--- src/rtl/cfgl_pkg.sv ---
package cfgl_pkg;

  localparam int ADDR_W = 7;

  localparam logic [ADDR_W-1:0] CTRL_ADDR = 7'h18;
  localparam logic [ADDR_W-1:0] STAT_ADDR = 7'h04;
  localparam logic [ADDR_W-1:0] DATA_ADDR = 7'h40;

  // control register bit positions
  localparam int CB_RESET = 7;
  localparam int CB_SRC   = 6;
  localparam int CB_START = 5;
  localparam int CB_MODE  = 4;
  localparam int CB_FORCE = 3;

  // status register bit positions
  localparam int SB_DONE = 7;
  localparam int SB_ERR  = 2;

  typedef enum logic [1:0] {
    ERR_NONE = 2'd0,
    ERR_CFG  = 2'd1,
    ERR_TMO  = 2'd2
  } err_code_e;

  typedef enum logic [1:0] {
    RK_CTRL = 2'd0,
    RK_BUF  = 2'd1,
    RK_POLL = 2'd2
  } rd_kind_e;

  typedef struct packed {
    logic              wr;
    logic              rd;
    logic [ADDR_W-1:0] addr;
    logic [7:0]        data;
  } bus_cmd_t;

  // one setup step applied to the shadow control value
  function automatic logic [7:0] setup_step(input logic [7:0] cur, input logic [1:0] step);
    logic [7:0] v;
    v = cur;
    case (step)
      2'd0: v[CB_RESET] = 1'b1;
      2'd1: begin
        v[CB_FORCE] = 1'b1;
        v[CB_MODE]  = 1'b0;
      end
      2'd2: begin
        v[CB_START] = 1'b1;
        v[CB_SRC]   = 1'b1;
      end
      default: v[CB_RESET] = 1'b0;
    endcase
    return v;
  endfunction

  function automatic logic [7:0] park_value(input logic [7:0] cur);
    logic [7:0] v;
    v = cur;
    v[CB_RESET] = 1'b1;
    v[CB_START] = 1'b0;
    return v;
  endfunction

endpackage

--- src/rtl/cfgl_bus_port.sv ---
module cfgl_bus_port
  import cfgl_pkg::*;
(
  input  logic              clk,
  input  logic              rst_n,
  input  bus_cmd_t          cmd_i,
  output logic [ADDR_W-1:0] bus_addr_o,
  output logic [7:0]        bus_wdata_o,
  output logic              bus_wr_o,
  output logic              bus_rd_o
);

  always_ff @(posedge clk or negedge rst_n) begin
    if (!rst_n) begin
      bus_addr_o  <= '0;
      bus_wdata_o <= '0;
      bus_wr_o    <= 1'b0;
      bus_rd_o    <= 1'b0;
    end else begin
      bus_wr_o    <= cmd_i.wr;
      bus_rd_o    <= cmd_i.rd;
      bus_addr_o  <= (cmd_i.wr || cmd_i.rd) ? cmd_i.addr : '0;
      bus_wdata_o <= cmd_i.wr ? cmd_i.data : '0;
    end
  end


  rd_wr_excl_chk: assert property (@(posedge clk) disable iff (!rst_n)
    !(bus_wr_o && bus_rd_o));

endmodule

--- src/rtl/cfgl_byte_feeder.sv ---
module cfgl_byte_feeder #(
  parameter int LEN_W     = 24,
  parameter int HDR_BYTES = 512
) (
  input  logic             clk,
  input  logic             rst_n,
  input  logic             load_i,
  input  logic [LEN_W-1:0] total_i,
  input  logic             hdr_en_i,
  input  logic             buf_en_i,
  input  logic             s_valid_i,
  input  logic [7:0]       s_data_i,
  output logic             s_ready_o,
  output logic             hdr_done_o,
  output logic             byte_valid_o,
  output logic [7:0]       byte_o,
  output logic [LEN_W-1:0] body_len_o
);

  localparam logic [LEN_W-1:0] HDR_LEN = LEN_W'(HDR_BYTES);

  logic [LEN_W-1:0] hdr_left_q;
  logic [LEN_W-1:0] body_left_q;
  logic [LEN_W-1:0] hdr_len_w;
  logic             pad_w;
  logic             take_w;

  assign hdr_len_w  = (total_i > HDR_LEN) ? HDR_LEN : total_i;
  assign body_len_o = total_i - hdr_len_w;

  assign pad_w        = (body_left_q == '0);
  assign hdr_done_o   = (hdr_left_q == '0);
  assign s_ready_o    = (hdr_en_i && !hdr_done_o) || (buf_en_i && !pad_w);
  assign take_w       = s_valid_i && s_ready_o;
  assign byte_valid_o = pad_w || s_valid_i;
  assign byte_o       = pad_w ? 8'h00 : s_data_i;

  always_ff @(posedge clk or negedge rst_n) begin
    if (!rst_n) begin
      hdr_left_q  <= '0;
      body_left_q <= '0;
    end else if (load_i) begin
      hdr_left_q  <= hdr_len_w;
      body_left_q <= body_len_o;
    end else if (take_w) begin
      if (!hdr_done_o) hdr_left_q  <= hdr_left_q - 1'b1;
      else             body_left_q <= body_left_q - 1'b1;
    end
  end


  hdr_before_body_chk: assert property (@(posedge clk) disable iff (!rst_n)
    (hdr_left_q != '0) |-> !buf_en_i);


  pad_no_ready_chk: assert property (@(posedge clk) disable iff (!rst_n)
    (buf_en_i && pad_w) |-> !s_ready_o);

endmodule

--- src/rtl/cfgl_poll_timer.sv ---
module cfgl_poll_timer #(
  parameter int POLL_LIMIT = 4096
) (
  input  logic clk,
  input  logic rst_n,
  input  logic clr_i,
  input  logic tick_i,
  output logic last_o
);

  localparam int CW = $clog2(POLL_LIMIT + 1);

  logic [CW-1:0] cnt_q;

  assign last_o = (cnt_q == CW'(POLL_LIMIT - 1));

  always_ff @(posedge clk or negedge rst_n) begin
    if (!rst_n)                cnt_q <= '0;
    else if (clr_i)            cnt_q <= '0;
    else if (tick_i && !last_o) cnt_q <= cnt_q + 1'b1;
  end


  tmo_range_chk: assert property (@(posedge clk) disable iff (!rst_n)
    cnt_q < CW'(POLL_LIMIT));

endmodule

--- src/rtl/cfg_stream_loader.sv ---
module cfg_stream_loader
  import cfgl_pkg::*;
#(
  parameter int BUF_BYTES  = 32,
  parameter int HDR_BYTES  = 512,
  parameter int LEN_W      = 24,
  parameter int POLL_LIMIT = 4096
) (
  input  logic             clk,
  input  logic             rst_n,
  input  logic             start_i,
  input  logic [LEN_W-1:0] total_len_i,
  input  logic             s_valid_i,
  input  logic [7:0]       s_data_i,
  output logic             s_ready_o,
  output logic             lock_req_o,
  input  logic             lock_gnt_i,
  output logic [6:0]       bus_addr_o,
  output logic [7:0]       bus_wdata_o,
  output logic             bus_wr_o,
  output logic             bus_rd_o,
  input  logic [7:0]       bus_rdata_i,
  output logic             done_o,
  output logic             err_o,
  output logic [1:0]       err_code_o,
  output logic [7:0]       status_o
);

  // BUF_BYTES must be a power of two, at least 2
  localparam int SLOT_W = $clog2(BUF_BYTES);
  localparam logic [SLOT_W-1:0] SLOT_LAST = SLOT_W'(BUF_BYTES - 1);

  typedef enum logic [3:0] {
    S_IDLE, S_LOCK, S_RD, S_RW1, S_RW2, S_WCTL,
    S_HDR, S_BUF, S_PARK, S_FLUSH, S_EXIT
  } state_e;

  state_e           state_q;
  rd_kind_e         kind_q;
  err_code_e        code_q;
  logic [7:0]       shadow_q;
  logic [7:0]       status_q;
  logic [1:0]       step_q;
  logic [SLOT_W-1:0] slot_q;
  logic [LEN_W-1:0] buf_left_q;

  logic             load_w;
  logic             hdr_done_w;
  logic             feed_valid_w;
  logic [7:0]       feed_byte_w;
  logic [LEN_W-1:0] body_len_w;
  logic [LEN_W:0]   body_up_w;
  logic [LEN_W-1:0] nbuf_w;
  logic             tmo_last_w;
  bus_cmd_t         cmd_w;

  assign load_w    = (state_q == S_IDLE) && start_i;
  assign body_up_w = {1'b0, body_len_w} + (LEN_W+1)'(BUF_BYTES - 1);
  assign nbuf_w    = LEN_W'(body_up_w >> SLOT_W);

  cfgl_byte_feeder #(
    .LEN_W    (LEN_W),
    .HDR_BYTES(HDR_BYTES)
  ) feeder_i (
    .clk         (clk),
    .rst_n       (rst_n),
    .load_i      (load_w),
    .total_i     (total_len_i),
    .hdr_en_i    (state_q == S_HDR),
    .buf_en_i    (state_q == S_BUF),
    .s_valid_i   (s_valid_i),
    .s_data_i    (s_data_i),
    .s_ready_o   (s_ready_o),
    .hdr_done_o  (hdr_done_w),
    .byte_valid_o(feed_valid_w),
    .byte_o      (feed_byte_w),
    .body_len_o  (body_len_w)
  );

  cfgl_poll_timer #(
    .POLL_LIMIT(POLL_LIMIT)
  ) timer_i (
    .clk   (clk),
    .rst_n (rst_n),
    .clr_i (state_q == S_IDLE),
    .tick_i((state_q == S_RW2) && (kind_q == RK_POLL)),
    .last_o(tmo_last_w)
  );

  // bus command for the current state
  always_comb begin
    cmd_w = '0;
    case (state_q)
      S_RD: begin
        cmd_w.rd   = 1'b1;
        cmd_w.addr = (kind_q == RK_CTRL) ? CTRL_ADDR : STAT_ADDR;
      end
      S_WCTL: begin
        cmd_w.wr   = 1'b1;
        cmd_w.addr = CTRL_ADDR;
        cmd_w.data = setup_step(shadow_q, step_q);
      end
      S_BUF: begin
        cmd_w.wr   = feed_valid_w;
        cmd_w.addr = DATA_ADDR;
        cmd_w.data = feed_byte_w;
      end
      S_PARK: begin
        cmd_w.wr   = 1'b1;
        cmd_w.addr = CTRL_ADDR;
        cmd_w.data = park_value(shadow_q);
      end
      default: cmd_w = '0;
    endcase
  end

  cfgl_bus_port port_i (
    .clk        (clk),
    .rst_n      (rst_n),
    .cmd_i      (cmd_w),
    .bus_addr_o (bus_addr_o),
    .bus_wdata_o(bus_wdata_o),
    .bus_wr_o   (bus_wr_o),
    .bus_rd_o   (bus_rd_o)
  );

  always_ff @(posedge clk or negedge rst_n) begin
    if (!rst_n) begin
      state_q    <= S_IDLE;
      kind_q     <= RK_CTRL;
      code_q     <= ERR_NONE;
      shadow_q   <= '0;
      status_q   <= '0;
      step_q     <= '0;
      slot_q     <= '0;
      buf_left_q <= '0;
    end else begin
      case (state_q)
        S_IDLE: if (start_i) begin
          buf_left_q <= nbuf_w;
          code_q     <= ERR_NONE;
          status_q   <= '0;
          state_q    <= S_LOCK;
        end
        S_LOCK: if (lock_gnt_i) begin
          kind_q  <= RK_CTRL;
          state_q <= S_RD;
        end
        S_RD:  state_q <= S_RW1;
        S_RW1: state_q <= S_RW2;
        S_RW2: begin
          case (kind_q)
            RK_CTRL: begin
              shadow_q <= bus_rdata_i;
              step_q   <= '0;
              state_q  <= S_WCTL;
            end
            RK_BUF: begin
              status_q <= bus_rdata_i;
              if (bus_rdata_i[SB_ERR]) begin
                code_q  <= ERR_CFG;
                state_q <= S_PARK;
              end else if (buf_left_q == '0) begin
                kind_q  <= RK_POLL;
                state_q <= S_RD;
              end else begin
                slot_q  <= '0;
                state_q <= S_BUF;
              end
            end
            default: begin
              status_q <= bus_rdata_i;
              if (bus_rdata_i[SB_DONE]) begin
                state_q <= S_PARK;
              end else if (bus_rdata_i[SB_ERR]) begin
                code_q  <= ERR_CFG;
                state_q <= S_PARK;
              end else if (tmo_last_w) begin
                code_q  <= ERR_TMO;
                state_q <= S_PARK;
              end else begin
                state_q <= S_RD;
              end
            end
          endcase
        end
        S_WCTL: begin
          shadow_q <= cmd_w.data;
          if (step_q == 2'd3) state_q <= S_HDR;
          else                step_q  <= step_q + 1'b1;
        end
        S_HDR: if (hdr_done_w) begin
          if (buf_left_q == '0) begin
            kind_q  <= RK_POLL;
            state_q <= S_RD;
          end else begin
            slot_q  <= '0;
            state_q <= S_BUF;
          end
        end
        S_BUF: if (feed_valid_w) begin
          if (slot_q == SLOT_LAST) begin
            buf_left_q <= buf_left_q - 1'b1;
            kind_q     <= RK_BUF;
            state_q    <= S_RD;
          end else begin
            slot_q <= slot_q + 1'b1;
          end
        end
        S_PARK: begin
          shadow_q <= cmd_w.data;
          state_q  <= S_FLUSH;
        end
        S_FLUSH: state_q <= S_EXIT;
        default: state_q <= S_IDLE;
      endcase
    end
  end

  assign lock_req_o = (state_q != S_IDLE) && (state_q != S_EXIT);
  assign done_o     = (state_q == S_EXIT) && (code_q == ERR_NONE);
  assign err_o      = (state_q == S_EXIT) && (code_q != ERR_NONE);
  assign err_code_o = code_q;
  assign status_o   = status_q;


  bus_in_lock_chk: assert property (@(posedge clk) disable iff (!rst_n)
    (bus_wr_o || bus_rd_o) |-> lock_req_o);


  lock_drop_chk: assert property (@(posedge clk) disable iff (!rst_n)
    $fell(lock_req_o) |-> (done_o || err_o));


  park_last_chk: assert property (@(posedge clk) disable iff (!rst_n)
    (done_o || err_o) |-> ($past(bus_wr_o) && ($past(bus_addr_o) == CTRL_ADDR)
                           && $past(bus_wdata_o[CB_RESET]) && !$past(bus_wdata_o[CB_START])));


  single_pulse_chk: assert property (@(posedge clk) disable iff (!rst_n)
    (done_o || err_o) |=> !(done_o || err_o));

endmodule

--- config.mk ---
export PLATFORM = sky130hd
export DESIGN_NAME = cfg_stream_loader
export DESIGN_NICKNAME = d
export VERILOG_FILES = /design/src/rtl/cfgl_pkg.sv /design/src/rtl/cfgl_bus_port.sv /design/src/rtl/cfgl_byte_feeder.sv /design/src/rtl/cfgl_poll_timer.sv /design/src/rtl/cfg_stream_loader.sv
export SDC_FILE = /design/constraint.sdc
export NUM_CORES = 1
export LEC_CHECK = 0
export BUFFER_PORTS_ARGS = -buffer_cell sky130_fd_sc_hd__buf_2
export CORE_ASPECT_RATIO = 0.7
export CORE_MARGIN = 1.5
export CORE_UTILIZATION = 65
export DETAILED_ROUTE_END_ITERATION = 8
export GPL_TIMING_DRIVEN = 0
export PLACE_DENSITY = 0.89
export SETUP_SLACK_MARGIN = 0.5
export SLEW_MARGIN = 20
export SYNTH_ARGS = -nofsm -noshare
export SYNTH_HDL_FRONTEND = slang
export SYNTH_SLANG_ARGS = --single-unit
--- constraint.sdc ---
create_clock -name clk -period 4.6 [get_ports clk]
set_input_delay 0.23 -clock clk [delete_from_list [all_inputs] [get_ports clk]]
set_output_delay 0.23 -clock clk [all_outputs]
set_load 0.02 [all_outputs]
==> results by group, run 1 <==
STA
  – Final setup fails: 0
  – Slew HR: 33.4%
  – Max Slew Vio Count: 0
  – Worst-case clock skew: 0.00848 ns
  – Final Critical Period: 3.91 ns
  – RSZ-0062 raised after global routing: false
  – Least-Margin Pin Slew: 0.990 ns
  – Max Fclk: 256 MHz
  – Tcrit/Tclk final: 84.9%
  – Fin. Hold Viols: 0

Synthesis
  – Yosys reg bits: 129
  – Async SR Flop Fraction: 100%
  – Top cell type by total area after synthesis: dfrtp_1
  – Synth Cell Area: 8040 um2
  – Post-synthesis sequential area ratio: 40.2%
  – Top FF cell, synth: dfrtp_1
  – Share of the synthesized area in the top cell type: 40.2%
  – Top cells by area, synth: dfrtp_1 40%, nor2_1 5.0%, xnor2_1 4.2%, nand2_1 3.8%, o21ai_0 3.4%
  – Number of synthesized flops with an enable pin: 0
  – Mean post-synth cell area: 8.61 um2
  – Netlist cell types: 77
  – Synth top cells by count: 129 x dfrtp_1, 108 x nor2_1, 82 x nand2_1
  – Post-Synthesis Cells: 934
  – Yosys warns: 0
  – Most common cell in the netlist: dfrtp_1

Finish
  – Multi-input logic area: 4550 um2
  – ANT cells: 0
  – Register area: 3230 um2
  – Area Overhead vs Synth: 15.3%
  – Layout cells sized above 1: 13.9%
  – # nets final: 1,081
  – Fin area: 9270 um2
  – Final cell count without fillers: 1,194
  – Final core utilization: 77.9%
  – Fillers: 799

Critical path
  – Required @ worst endpoint: 4.96 ns
  – Worst R2R Setup Slack: 0.84 ns
  – Arrival time worst endpoint: 4.26 ns
  – CP Launch Type: input pin
  – CP Launch Point: total_len_i[10]
  – Critical Path Sink Type: register
  – Reg2reg end: feeder_i.body_left_q[10]
  – R2R cell count: 11
  – CP Class: input pin to register
  – Highest net fanout along the worst path: 10
  – RR Startpoint: feeder_i.hdr_left_q[0]

Outcome
  – Status: complete, no violations

Run
  – Maxcap violations: 0

Clock network
  – CTS Buffer Depth: 2
  – Worst skew pair latency: 0.42 ns
  – Clock sinks: 129
  – Cts bufs inserted: 17
  – TritonCTS clock tree: built
  – Setup bufs post-CTS: 0
  – H-tree depth: 4
  – Clock slew at reported path FFs: 0.06 ns
  – Clock root buffer master: clkbuf_16

Detailed routing
  – 1st-pass router iterations: 5
  – Routed vias: 8,060
  – DR vias/cell: 6.75
  – Starting DRC count in detailed routing: 1,024
  – Final ANT Viol Nets: 0
  – WL/cell: 19.4 um
  – Drc violations: 0
  – DRT Wirelength: 23,200 um

Pwr
  – Peak VDD IR: 0.385 mV
  – Leakage: 3.92 nW
  – PwrDens: 593 nW/um2

Floorplanning
  – Die Ht: 96.0 um
  – Die ar.: 13,100 um2
  – Die width: 136 um
  – Core footprint: 11,900 um2
  – Top Ports: 76
  – Std cell rows: 33
  – Starting density of the core: 67.6%

Global routing
  – First-pass GRT wire length: 36,200 um
  – Grt ovf: 0
  – Number of global-route vias before repair: 7,193
  – GR Util All Layers: 35.8%
  – Initial antenna violation count: 0
  – Largest net degree at the start of global routing: 76

Placement
  – Post-placement cell area: 8610 um2
  – Routability congestion estimate: 0.979
  – Port Buffer Count: 67
  – Dpl hpwl: 16,200 um
  – Cell Count Post-Placement: 1,161

Worst hold path
  – Hold path start: s_data_i[2]
  – Min-Delay Path Depth: 2
  – WHS Endpoint: port_i.bus_wdata_o[2]
  – Hold Path Class: input pin to register
per-stage QoR:
step | power [mW] | setup TNS [ns] | hold WS [ns] | setup WS [ns]
after floorplan | 3.36 | 0 | -0.0656 | 0.757
after global placement | 3.86 | 0 | 0.457 | 0.0175
after detailed placement | 3.97 | -0.00640 | 0.171 | -0.00640
after CTS | 5.42 | 0 | 0.0367 | 0.528
after global routing | 5.79 | 0 | 0.0386 | 0.504
final | 5.50 | 0 | 0.0392 | 0.692
metal layers:
metal  vias to the layer above  share of wire, %  GRT usage (%)
met1                      3803                43           51.6
met4                         0               2.8           13.0
li1                       3625                 -              -
met3                        88                11           8.37
met5                         -                 0              0
met2                       544                44           53.1
sequential cells by signal, indices dropped and copies added (netlist names):
name	flops
port_i.bus_addr_o	3
buf_left_q	24
timer_i.cnt_q	13
status_o	8
feeder_i.body_left_q	24
slot_q	5
step_q	2
err_code_o	2
feeder_i.hdr_left_q	24
shadow_q	8
port_i.bus_wdata_o	8
kind_q	2
port_i.bus_rd_o	1
port_i.bus_wr_o	1
state_q	4
worst max-delay path by stage:
| stage | to | slack [ns] | cells past startpoint |
|---|---|---|---|
| 2_1_floorplan | buf_left_q[17] | 0.76 | 15 |
| 3_3_place_gp | buf_left_q[16] | 0.02 | 15 |
| 3_5_place_dp | buf_left_q[16] | -0.006 | 15 |
| 4_1_cts | buf_left_q[17] | 0.53 | 15 |
| 5_1_grt | buf_left_q[10] | 0.50 | 16 |
| 6_report | buf_left_q[17] | 0.69 | 15 |
layout make-up:
cell class | instances | area share [%]
Timing Repair Buffer | 69 | 4.13
Tap cell | 157 | 2.12
Buffer | 56 | 2.54
Clock inverter | 14 | 1.94
Sequential cell | 129 | 34.8
Multi-Input combinational cell | 733 | 49.1
Clock buffer | 18 | 4.63
Inverter | 18 | 0.729
worst max-delay path, cell delays in order:
cell and delay [ns]:
clkbuf_1 0.34, nor4_2 0.13, nand4_1 0.22, or2_2 0.16, clkbuf_2 0.24, nand2_1 0.10, ha_1 0.20, clkbuf_2 0.18
or4_1 0.51, or3_1 0.47, o21ai_0 0.26, nor4_2 0.13, or4_4 0.56, or4_1 0.43, nand3_1 0.10
where the power goes:
group          switching (mW)  total (mW)  internal (mW)  leakage [nW]
logic                    1.36        2.17          0.811          1.95
registers               0.381        1.92           1.54          1.67
clock network           0.550        1.41          0.862         0.297
cell usage in the layout, fill, tap and decap left out, drive strengths merged, types with 6 or more instances in the layout:
master,netlist,routed
xor2,30,30
nand4b,6,6
nor2b,6,6
nand3,34,34
o211ai,14,14
xnor2,39,39
nand2,82,82
ha,12,12
inv,18,22
clkinv,0,6
nand4,11,11
a21oi,52,52
and2,11,11
o21ai,57,57
a22o,14,14
nor2,108,108
or4,12,12
o22ai,12,12
or2,10,10
dfrtp,129,129
buf,11,79
and3,10,10
mux2i,7,7
nand2b,6,6
nor4,42,42
or3,21,21
clkbuf,45,63
nor3,40,40
o31ai,8,8
mux2,8,8
logic make-up (layout without fill, tap and decap cells):
logic type,after synthesis,count (layout),share of synthesized area [%]
compound gates,215,215,17.5
mux,15,15,1.99
fa+ha+maj,12,12,1.87
simple gates,418,418,27.1
buf+inv,74,175,3.74
xor+xnor,69,69,7.52
flops,129,129,40.2
other cells,2,4,0.0934
repair_timing:
action / 4_1_cts / 5_1_grt
setup endpoints to repair: 4 / 14
resized for setup: 2 / 5
cloned: 0 / 0
hold buffers: 1 / 0
endpoints found under the hold margin: 54 / 0
pin swaps: 0 / 0
Note: power is estimated with default switching activity, not from simulation.
==> inputs of run 2 (changes only) <==
--- a/config.mk
+++ b/config.mk
@@ -5,13 +5,14 @@
 export SDC_FILE = /design/constraint.sdc
 export NUM_CORES = 1
 export LEC_CHECK = 0
+export ABC_AREA = 1
 export BUFFER_PORTS_ARGS = -buffer_cell sky130_fd_sc_hd__buf_2
 export CORE_ASPECT_RATIO = 0.7
 export CORE_MARGIN = 1.5
-export CORE_UTILIZATION = 65
+export CORE_UTILIZATION = 61
 export DETAILED_ROUTE_END_ITERATION = 8
 export GPL_TIMING_DRIVEN = 0
-export PLACE_DENSITY = 0.89
+export PLACE_DENSITY = 0.84
 export SETUP_SLACK_MARGIN = 0.5
 export SLEW_MARGIN = 20
 export SYNTH_ARGS = -nofsm -noshare
==> constraint.sdc (replaced) <==
create_clock -name clk -period 3.6 [get_ports clk]
set_input_delay 0.18 -clock clk [delete_from_list [all_inputs] [get_ports clk]]
set_output_delay 0.18 -clock clk [all_outputs]
set_load 0.02 [all_outputs]
==> results by group, run 2 <==
STA
  – Slew HR: 30.9% (-2.5 points)
  – Final setup fails: 0 (unchanged)
  – Fin. Hold Viols: 0 (unchanged)
  – Tcrit/Tclk final: 83.5%
  – Least-Margin Pin Slew: 1.02 ns (+0.0331 ns)
  – Max Fclk: 333 MHz
  – RSZ-0062 raised after global routing: true
  – Setup TNS: 0 ns (unchanged)
  – Max Slew Vio Count: 0 (unchanged)
  – Final Critical Period: 3.01 ns
  – Worst-case clock skew: 0.00917 ns (+0.000682 ns)

Critical path
  – CP Launch Type: register
  – CP Cell Sequence: inv_1 -> ha_1 -> nand2_1 -> nor2_1 -> inv_2 -> nor3_2 -> nand2_1 -> inv_2 -> nand2_2 -> inv_2 -> nand4_2 -> nand2_2 -> inv_1 -> a21oi_1 -> o311ai_0 -> nor3b_2 -> buf_4 -> nand2_1 -> o21ai_0
  – Highest net fanout along the worst path: 4 (-6)
  – Arrival time worst endpoint: 3.34 ns (-0.92 ns)
  – Crit path buf inv count: 6 (+3)
  – R2R cell count: 19 (+8)
  – CP Class: register to register
  – Slowest-stage cell, CP: dfrtp_1
  – Total stage count of the critical path: 19 (+4)
  – CP top delay family: simple AND/OR/NAND/NOR gates
  – Critical Path Sink Type: register
  – Critical Path Max Stage Delay: 0.39 ns (-0.17 ns)
  – Required @ worst endpoint: 3.93 ns (-1.03 ns)

Detailed routing
  – Starting DRC count in detailed routing: 1,061 (+3.6%)
  – Drc violations: 0 (unchanged)
  – DR vias/cell: 5.81 (-14%)
  – Final ANT Viol Nets: 0 (unchanged)
  – DRT Wirelength: 25,100 um (+8.3%)
  – Routed vias: 9,023 (+12%)
  – 1st-pass router iterations: 8 (+3)
  – WL/cell: 16.1 um (-17%)

Synthesis
  – Netlist cell types: 61 (-21%)
  – Synth Cell Area: 8890 um2 (+11%)
  – Most common cell in the netlist: nor2_1
  – Yosys reg bits: 129 (unchanged)
  – Async SR Flop Fraction: 100% (unchanged)
  – Number of synthesized flops with an enable pin: 0 (unchanged)
  – Post-synthesis sequential area ratio: 36.3% (-3.9 points)
  – Post-Synthesis Cells: 1,248 (+34%)
  – Top cells by area, synth: dfrtp_1 36%, nor2_1 8.2%, nand2_1 7.9%, inv_1 6.9%, nand3_1 5.9%
  – Top cell type by total area after synthesis: dfrtp_1
  – Mean post-synth cell area: 7.13 um2 (-17%)
  – Top FF cell, synth: dfrtp_1
  – Yosys warns: 0 (unchanged)
  – Synth top cells by count: 195 x nor2_1, 186 x nand2_1, 163 x inv_1
  – Share of the synthesized area in the top cell type: 36.3% (-3.9 points)

Finish
  – Final core utilization: 73.1% (-4.9 points)
  – Fillers: 1,097 (+37%)
  – Commonest non-fill, non-tap cell in the layout: nor2_1
  – Largest registers: buf_left_q x24, feeder_i.body_left_q x24, feeder_i.hdr_left_q x24
  – Most frequent cells in the layout: 194 x nor2_1, 185 x nand2_1, 163 x inv_1
  – # nets final: 1,409 (+30%)
  – Area Overhead vs Synth: 15.8%
  – Layout cells sized above 1: 16.1% (+2.2 points)
  – ANT cells: 0 (unchanged)
  – Register area: 3230 um2 (unchanged)
  – Multi-input logic area: 4860 um2 (+6.8%)

Worst hold path
  – Hold Path Class: input pin to register
  – Min-Delay Path Depth: 3 (+1)

Global routing
  – GR Util All Layers: 34.2% (-1.6 points)
  – First-pass GRT wire length: 41,700 um (+15%)
  – Grt ovf: 0 (unchanged)
  – Initial antenna violation count: 0 (unchanged)
  – Number of global-route vias before repair: 8,609 (+20%)
  – Largest net degree at the start of global routing: 90 (+18%)

Floorplanning
  – Core footprint: 14,100 um2 (+19%)
  – Starting density of the core: 63.1% (-4.5 points)
  – Die ar.: 15,300 um2 (+17%)
  – Die width: 147 um (+8.4%)
  – Top Ports: 76 (unchanged)
  – Die Ht: 104 um (+8.3%)
  – Std cell rows: 36 (+9.1%)

Clock network
  – Clock sinks: 129 (unchanged)
  – TritonCTS clock tree: built
  – Cts bufs inserted: 17 (unchanged)
  – Clock root buffer master: clkbuf_16
  – Clock slew at reported path FFs: 0.06 ns (about the same)
  – Worst skew pair latency: 0.43 ns (about the same)
  – CTS Buffer Depth: 2 (unchanged)
  – H-tree depth: 4 (unchanged)

Pwr
  – Peak VDD IR: 0.383 mV (-0.53%)
  – PwrDens: 723 nW/um2 (+22%)
  – Leakage: 4.85 nW (+24%)

Placement
  – Port Buffer Count: 71 (+6.0%)
  – Dpl hpwl: 18,200 um (+13%)
  – Routability congestion estimate: 0.963 (-1.6%)

Run
  – Maxcap violations: 0 (unchanged)

Outcome
  – Status: complete, no violations
## run 2: changes by cell type after synthesis, moves of 35 or more
cell	change
nand3_1	+70
nand2_1	+104
nor2_1	+87
nor4_1	-36
inv_1	+145
o21ai_0	+35
## run 2: final cells by class
cell class	count	share of cell area [%]
clock inverter	13	1.80
clock buffer	18	4.26
sequential	129	31.3
multi-input combinational	908	47.1
inverter	182	6.64
tap	190	2.31
timing repair buffer	83	4.83
buffer	31	1.66
## run 2: repair_timing
action	in CTS	in global routing
hold buffers	9	0
gates resized for setup	0	10
buffers inserted	0	2
endpoints found under the hold margin	48	0
endpoints found under the setup margin	0	35
## run 2: report_power, final
part	switching (mW)	total, mW	internal, mW
sequential	0.444	2.39	1.95
combinational	2.17	3.21	1.04
clock	0.674	1.85	1.17
total	3.29	7.44	4.16
## run 2: path summary, 6_finish.rpt
check                                  startpoint                       to  slack [ns]
max in group asynchronous                   rst_n           buf_left_q[11]        2.61
hold / removal                        s_data_i[0]    port_i.bus_wdata_o[0]        0.01
hold reg to reg                         slot_q[4]                slot_q[4]        0.49
setup / recovery           feeder_i.hdr_left_q[0]                kind_q[0]        0.59
setup reg to reg           feeder_i.hdr_left_q[0]                kind_q[0]        0.59
min in group asynchronous                   rst_n  feeder_i.hdr_left_q[12]        0.23
## run 2: layer usage
layer | GRT usage (%) | wire length, um | vias up
met4 | 11.0 | 308 | 0
met3 | 6.89 | 2330 | 32
met2 | 50.3 | 11000 | 431
met1 | 50.4 | 11500 | 4239
li1 | - | - | 4321
met5 | 0 | 0 | -
## run 2: through the flow
step	power [mW]	hold WS, ns	setup WS, ns	cell area, um2	instances
CTS	7.29	0.00965	0.515	10200	1552
detailed placement	5.41	0.0882	0.641	9530	1512
global placement	5.28	0.427	0.576	9490	1511
finish	7.44	0.0106	0.594	10300	1554
floorplan	4.51	-0.116	1.28	8900	1250
global route	7.95	0.0158	0.423	10300	1554
## run 2: cell families (layout without fill, tap and decap cells)
family | count (synthesis) | count (layout) | synth area share (%)
multiplexers | 4 | 4 | 0.478
adder cells (fa/ha/maj) | 12 | 12 | 1.69
AO/OA/AOI/OAI | 235 | 235 | 15.3
other | 2 | 4 | 0.0844
AND/OR/NAND/NOR | 608 | 608 | 32.0
flip-flops | 129 | 129 | 36.3
XOR/XNOR | 45 | 45 | 4.52
buffers and inverters | 213 | 327 | 9.57
## run 2: worst min-delay path, delay by kind of cell
family          cells  cell delay, ns
buf+inv             1            0.10
simple gates        1            0.06
compound gates      1            0.05
